## src/rtl/mixlat_pkg.sv

```systemverilog
`timescale 1ns/1ps
package mixlat_pkg;
  typedef logic [2:0] opcode_t;

  localparam opcode_t OPC_ADD = 3'd0;
  localparam opcode_t OPC_MUL = 3'd1;
  localparam opcode_t OPC_SHR = 3'd2;

  typedef enum logic [1:0] {
    ST_IDLE = 2'd0,
    ST_RUN  = 2'd1,
    ST_HOLD = 2'd2
  } seq_state_t;

  function automatic logic op_is_multi(input opcode_t op);
    return (op == OPC_ADD) || (op == OPC_MUL) || (op == OPC_SHR);
  endfunction
endpackage

```

## src/rtl/mixlat_prep.sv

```systemverilog
`timescale 1ns/1ps
// Operand shaping: clear / invert the first operand, immediate substitution.
module mixlat_prep #(
  parameter int WIDTH = 16
) (
  input  logic [WIDTH-1:0] raw_a,
  input  logic [WIDTH-1:0] raw_b,
  input  logic             inv_a,
  input  logic             zero_a,
  input  logic             imm_valid,
  input  logic [WIDTH-1:0] imm_value,
  output logic [WIDTH-1:0] opa,
  output logic [WIDTH-1:0] opb
);
  always_comb begin
    if (zero_a)      opa = '0;
    else if (inv_a)  opa = ~raw_a;
    else             opa = raw_a;
    opb = imm_valid ? imm_value : raw_b;
  end
endmodule

```

## src/rtl/mixlat_exec.sv

```systemverilog
`timescale 1ns/1ps
// Pure arithmetic; every opcode result is computed by its own function.
module mixlat_exec
  import mixlat_pkg::*;
#(
  parameter int WIDTH = 16
) (
  input  opcode_t          op,
  input  logic [WIDTH-1:0] opa,
  input  logic [WIDTH-1:0] opb,
  output logic [WIDTH-1:0] res
);
  localparam int SHW = (WIDTH > 1) ? $clog2(WIDTH) : 1;

  function automatic logic [WIDTH-1:0] f_add(input logic [WIDTH-1:0] x, y);
    return x + y;
  endfunction

  function automatic logic [WIDTH-1:0] f_sub(input logic [WIDTH-1:0] x, y);
    return x - y;
  endfunction

  function automatic logic [WIDTH-1:0] f_mul(input logic [WIDTH-1:0] x, y);
    logic [2*WIDTH-1:0] wide;
    wide = {{WIDTH{1'b0}}, x} * {{WIDTH{1'b0}}, y};
    return wide[WIDTH-1:0];
  endfunction

  function automatic logic [WIDTH-1:0] f_shr(input logic [WIDTH-1:0] x,
                                             input logic [SHW-1:0] amt);
    return x >> amt;
  endfunction

  logic [SHW-1:0] shamt;
  logic [WIDTH-1:0] shr_res;

  generate
    if (WIDTH > 1) begin : g_shamt
      assign shamt = opb[SHW-1:0];
    end else begin : g_shamt1
      assign shamt = 1'b0;
    end
  endgenerate

  assign shr_res = f_shr(opa, shamt);

  always_comb begin
    unique case (op)
      OPC_ADD: res = f_add(opa, opb);
      OPC_MUL: res = f_mul(opa, opb);
      OPC_SHR: res = shr_res;
      default: res = f_sub(opa, opb);
    endcase
  end
endmodule

```

## src/rtl/mixlat_ctrl.sv

```systemverilog
`timescale 1ns/1ps
// Sequencer: acceptance, operand capture, latency down-counter, result hold.
module mixlat_ctrl
  import mixlat_pkg::*;
#(
  parameter int WIDTH   = 16,
  parameter int LATENCY = 3
) (
  input  logic             clk,
  input  logic             rst_n,
  input  logic             start_valid,
  input  opcode_t          op_in,
  input  logic [WIDTH-1:0] opa_in,
  input  logic [WIDTH-1:0] opb_in,
  input  logic             res_ready,
  input  logic [WIDTH-1:0] exec_res,
  output logic             start_ready,
  output logic             res_valid,
  output logic [WIDTH-1:0] res_data,
  output logic             use_held,
  output opcode_t          held_op,
  output logic [WIDTH-1:0] held_a,
  output logic [WIDTH-1:0] held_b,
  output logic             accept_evt,
  output logic             finish_evt
);
  localparam int CW = $clog2(LATENCY + 1);
  localparam logic [CW-1:0] CNT_LOAD = CW'(LATENCY - 1);

  seq_state_t     st;
  logic [CW-1:0]  cnt;
  logic [WIDTH-1:0] res_q;
  logic           multi;
  logic           comb_fire;

  assign start_ready = (st == ST_IDLE);
  assign accept_evt  = start_valid && start_ready;
  assign multi       = op_is_multi(op_in);
  assign comb_fire   = accept_evt && !multi;
  assign finish_evt  = (st == ST_RUN) && (cnt == '0);
  assign use_held    = (st == ST_RUN);

  always_comb begin
    res_valid = (st == ST_HOLD) || comb_fire;
    if (st == ST_HOLD)  res_data = res_q;
    else if (comb_fire) res_data = exec_res;
    else                res_data = '0;
  end

  always_ff @(posedge clk) begin
    if (!rst_n) begin
      st      <= ST_IDLE;
      cnt     <= '0;
      res_q   <= '0;
      held_op <= OPC_ADD;
      held_a  <= '0;
      held_b  <= '0;
    end else begin
      unique case (st)
        ST_IDLE: begin
          if (accept_evt) begin
            if (multi) begin
              st      <= ST_RUN;
              cnt     <= CNT_LOAD;
              held_op <= op_in;
              held_a  <= opa_in;
              held_b  <= opb_in;
            end else if (!res_ready) begin
              st    <= ST_HOLD;
              res_q <= exec_res;
            end
          end
        end
        ST_RUN: begin
          if (finish_evt) begin
            st    <= ST_HOLD;
            res_q <= exec_res;
          end else begin
            cnt <= cnt - 1'b1;
          end
        end
        ST_HOLD: begin
          if (res_ready) st <= ST_IDLE;
        end
        default: st <= ST_IDLE;
      endcase
    end
  end
endmodule

```

## src/rtl/mixlat_alu.sv

```systemverilog
`timescale 1ns/1ps
module mixlat_alu
  import mixlat_pkg::*;
#(
  parameter int WIDTH   = 16,
  parameter int LATENCY = 3
) (
  input  logic             clk,
  input  logic             rst_n,
  input  logic             start_valid,
  output logic             start_ready,
  input  logic [2:0]       op_code,
  input  logic             inv_a,
  input  logic             zero_a,
  input  logic             imm_valid,
  input  logic [WIDTH-1:0] imm_value,
  input  logic [WIDTH-1:0] src_a,
  input  logic [WIDTH-1:0] src_b,
  output logic             res_valid,
  input  logic             res_ready,
  output logic [WIDTH-1:0] res_data
);
  logic [WIDTH-1:0] live_a, live_b;
  logic [WIDTH-1:0] held_a, held_b;
  logic [WIDTH-1:0] ex_a, ex_b, ex_res;
  opcode_t          held_op, ex_op;
  logic             use_held;
  logic             accept_evt;
  logic             finish_evt;

  mixlat_prep #(.WIDTH(WIDTH)) u_prep (
    .raw_a(src_a), .raw_b(src_b), .inv_a(inv_a), .zero_a(zero_a),
    .imm_valid(imm_valid), .imm_value(imm_value),
    .opa(live_a), .opb(live_b)
  );

  assign ex_op = use_held ? held_op : op_code;
  assign ex_a  = use_held ? held_a  : live_a;
  assign ex_b  = use_held ? held_b  : live_b;

  mixlat_exec #(.WIDTH(WIDTH)) u_exec (
    .op(ex_op), .opa(ex_a), .opb(ex_b), .res(ex_res)
  );

  mixlat_ctrl #(.WIDTH(WIDTH), .LATENCY(LATENCY)) u_ctrl (
    .clk(clk), .rst_n(rst_n), .start_valid(start_valid),
    .op_in(op_code), .opa_in(live_a), .opb_in(live_b),
    .res_ready(res_ready), .exec_res(ex_res),
    .start_ready(start_ready), .res_valid(res_valid), .res_data(res_data),
    .use_held(use_held), .held_op(held_op), .held_a(held_a), .held_b(held_b),
    .accept_evt(accept_evt), .finish_evt(finish_evt)
  );
endmodule

```

## config.mk

```make
export PLATFORM = sky130hd
export DESIGN_NAME = mixlat_alu
export DESIGN_NICKNAME = d
export VERILOG_FILES = /design/src/rtl/mixlat_pkg.sv /design/src/rtl/mixlat_prep.sv /design/src/rtl/mixlat_exec.sv /design/src/rtl/mixlat_ctrl.sv /design/src/rtl/mixlat_alu.sv
export SDC_FILE = /design/constraint.sdc
export NUM_CORES = 1
export LEC_CHECK = 0
export ABC_AREA = 1
export CORE_MARGIN = 8
export CORE_UTILIZATION = 30
export CTS_BUF_LIST = sky130_fd_sc_hd__clkbuf_8
export CTS_CLUSTER_DIAMETER = 30
export DETAILED_ROUTE_END_ITERATION = 12
export GPL_TIMING_DRIVEN = 0
export REMOVE_ABC_BUFFERS = 1
export SLEW_MARGIN = 20
export SYNTH_ARGS = -nofsm -noshare
export SYNTH_HDL_FRONTEND = slang
export SYNTH_SLANG_ARGS = --single-unit
export TNS_END_PERCENT = 100
```

## constraint.sdc

```tcl
create_clock -name clk -period 7.06 [get_ports clk]
set_input_delay 0.706 -clock clk [delete_from_list [all_inputs] [get_ports clk]]
set_output_delay 0.706 -clock clk [all_outputs]
set_load 0.02 [all_outputs]
```

==> results.md <==
- The depth of the worst register-to-register path is 26.
- The cts-stage hold buffer count is 0.
- The tool flagged a number of max-cap violations equal to 0.
- The total count of hold-check failures in the final report was 0.
- Global routing consumed, over all layers together, 17.78% of the routing resources.
- Counting buffers and inverters, the worst setup path is 30 cells deep.
- The maximum vdd drop is 0.2383 mV.
- The tightest hold margin is 0.4391 ns.
- The proportion of synthesized chip area in sequential cells is 12.01%.
- The count of synthesis-stage warnings from yosys is 0.
- With fillers left out, the area of the finished cells amounts to 12190 um2.
- The post-synthesis instance total is 1393.
- The category of cells accounting for the largest share of critical-path delay is adder cells.
- The leakage power of the design is 0.005958 uW.
- Setup repair after global routing could not meet its margin everywhere.
- The area added between synthesis and finish is 32.96%.
- Entering global routing, the biggest net connects 40 pins.
- The worst-path cell with the longest stage delay is fa_1.
- Measured along the x axis, the die boundary spans 190.8 um.
- The final layout contains routed wiring with a total length of 32600 um.
- At the worst endpoint, the arrival time is 6.36 ns.
- The worst setup path endpoint is res_data[15].
- The class of the most critical hold timing path is flip-flop to flip-flop.
- The clock sink total is 55.
- The final-report max-slew violation count is 0.
- The buffer depth of the longest clock path is 2.
- Data on the critical path is required at its endpoint by 6.35 ns.
- Once detailed placement completed, the half-perimeter wirelength came to 22520 um.
- The initial antenna violation count is 0.
- The die covers 36400 um2.
- The clock transition time at the flip-flop clock pins of the worst setup and hold paths is 0.11 ns.
- After layout, the worst setup slack is -0.01097 ns.
- In this run, synthesis produced a sequential element count of 55.
- The number of buffers and inverters on the critical path is 9.
- The final standard cell utilization of the core is 40.16%.
- The largest driver fanout on the critical path is 7.
- After synthesis, the cell types taking the most area are fa_1 18%, nand2_1 13%, dfxtp_1 12%.
- The die height is 190.8 um.
- The detailed-route DRC error count is 0.
- Clock tree synthesis inserted a total of 5 buffers.
- Dividing the detail-routed via count by the number of cells gives 4.966.
- The later pin in the worst-skew pair is clocked with a latency of 0.34 ns.
- The number of top-level pins is 76.
- The nature of the critical path endpoint is a primary output.
- Once the floorplan was initialized, standard cells occupied 30.20% of the core.
- Setup violations remaining at the end of the flow were counted as 1.
- Counting flops with an async set or reset pin after synthesis yields a share of 0%.
- The most common cell type on the critical path is nand2_1.
- The average wire per standard cell is 16.62 um.
- The largest single stage delay on the critical path is 0.58 ns.
- The total placed instance area is 10190 um2.
- The first element of the critical path is u_ctrl.st[1]$_SDFFE_PN0P_.
- The average instance in the mapped netlist occupies 6.580 um2.
- The cell at the root of the clock tree is clkbuf_8.
- The combined area of all synthesized cells is 9166 um2.
- The worst register-to-register path ends at u_ctrl.res_q[13]$_SDFFE_PN0P_.
- Headroom to the max-slew limit came out at 33.08%.
- The first global-routing pass estimated 51350 um of wire.
- The flow ran to the end, but the final reports show violations.
- TritonCTS built the clock tree.
- Cells with a size suffix above 1 make up 23.13% of the layout.
- The highest achievable clock rate is 141.4 MHz.
- The worst slack after detailed placement is -2.411 ns.
- The largest total area in the synthesized netlist belongs to fa_1.
- The worst register-to-register path begins at u_ctrl.st[1]$_SDFFE_PN0P_.
- The worst register-to-register path has a setup slack of 1.00 ns.
- The cell with the most instances after synthesis is nand2_1.
- The worst setup path is of the flip-flop to primary output kind.
- The final RePlAce weighted congestion is 0.8849.
- Dividing total power by cell area gives a power density of 305.7 nW/um2.
- In this run the core area contains 64 standard-cell rows.
- The startpoint type of the worst setup path is a flip-flop.
- The repair_antennas step left the layout with diodes totalling 0.
- Input and output buffers added on the ports amount to 75.
- The remaining antenna violation count after routing is 0.
- The slew of the pin with the lowest slew margin is 1.004 ns.
- The final critical path takes up 100.2% of the cycle.
- The via count of the first global-routing pass came to 9802.
- The share of the synthesized area in the top cell type is 17.69%.
- By count the netlist is led by 317 x nand2_1, 259 x inv_1, 132 x nor2_1.
- The first detailed-routing pass took 6 iterations.
- The synthesized design contains 0 enable-type register cells.
- The net count of the finished layout is 1769.
- The clock tree skew after final layout is 0.006641 ns.
- Among all flip-flop cells after synthesis, the most frequent one is dfxtp_1.
- Leaving out filler cells and counting taps, the final layout contains 1961.
- The number of distinct library cells after synthesis is 56.
- The final period demand of the worst path is 7.071 ns.
- The H-tree generated during clock tree synthesis spans 2 levels.
- The detailed router finished its first iteration with 717 violations.
- The final reports fail on setup timing.
- The area inside the core boundary is 30350 um2.
- The number of cells in the design after placement is 1820.
- The number of vias in the routed layout is 9738.
- For this run the aggregate overflow at the end of global routing stands at 0.
## area by class of cell
class                      count  area [um2]
clock inverter                 3       16.27
tap                          396       495.5
sequential                    55        1109
fill                        3078       18160
multi-input combinational   1012        7432
inverter                     286        1194
clock buffer                   5       68.82
timing repair inverter         3       25.02
timing repair buffer         201        1848
## metal layers
layer	vias up	GRT usage, %	wire length, um
li1	4708	-	-
met1	4577	21.25	13310
met4	0	8.771	1534
met5	-	0	0
met2	367	30.43	15590
met3	86	2.963	2165
## registers in the layout, indices dropped and copies added, names as in the netlist
name / flops
u_ctrl.cnt: 2
u_ctrl.held_a: 16
u_ctrl.held_b: 16
u_ctrl.held_op: 3
u_ctrl.res_q: 16
u_ctrl.st: 2
## timing repair
action                                  CTS  global route
pin swaps                                83            38
buffers inserted                        105            20
resized for setup                       243            77
endpoints found under the setup margin   19             8
cloned                                    8             0
## cells in the final DEF (no fill, tap or decap), drive strengths merged, types with 55 or more instances in the layout
master	n
a21oi	73
buf	134
dfxtp	55
fa	81
ha	66
inv	279
nand2	338
nand3	68
nor2	139
o21ai	123
## worst min-delay path by stage
| stage | startpoint | to | slack [ns] | depth (start not counted) |
|---|---|---|---|---|
| after floorplan | u_ctrl.held_op[2]$_SDFFE_PN0P_ | u_ctrl.held_op[2]$_SDFFE_PN0P_ | 0.41 | 2 |
| after global placement | u_ctrl.held_op[2]$_SDFFE_PN0P_ | u_ctrl.held_op[2]$_SDFFE_PN0P_ | 0.42 | 2 |
| after detailed placement | u_ctrl.held_op[2]$_SDFFE_PN0P_ | u_ctrl.held_op[2]$_SDFFE_PN0P_ | 0.42 | 2 |
| after CTS | u_ctrl.held_op[2]$_SDFFE_PN0P_ | u_ctrl.held_op[2]$_SDFFE_PN0P_ | 0.44 | 2 |
| after global routing | u_ctrl.held_op[2]$_SDFFE_PN0P_ | u_ctrl.held_op[2]$_SDFFE_PN0P_ | 0.46 | 2 |
| final | u_ctrl.held_op[2]$_SDFFE_PN0P_ | u_ctrl.held_op[2]$_SDFFE_PN0P_ | 0.44 | 2 |
## stage by stage
step	total power, uW	TNS, ns
6_report	3726	-0.01097
5_1_grt	4075	-0.6700
4_1_cts	3450	-0.07300
3_5_place_dp	2616	-26.95
3_3_place_gp	2583	-25.89
2_1_floorplan	1984	0
## power by group
group	total, uW	switching (uW)	internal, uW
clock	189	121	68.5
combinational	3190	1890	1300
sequential	351	13.5	338
total	3730	2020	1710
## cell families (layout without fill, tap and decap cells)
logic type | count (synthesis) | count (layout) | share of synthesized area (%)
compound gates | 252 | 254 | 16.57
simple gates | 580 | 583 | 27.42
fa+ha+maj | 147 | 147 | 26.70
xor+xnor | 25 | 25 | 2.389
mux | 3 | 3 | 0.3276
flops | 55 | 55 | 12.01
buf+inv | 331 | 498 | 14.58
## worst min-delay path, cell delays in order (launching register included)
cell	delay (ns)
dfxtp_1	0.33
nand2_1	0.05
nor2_1	0.03
Power figures use the tool's default switching activity.
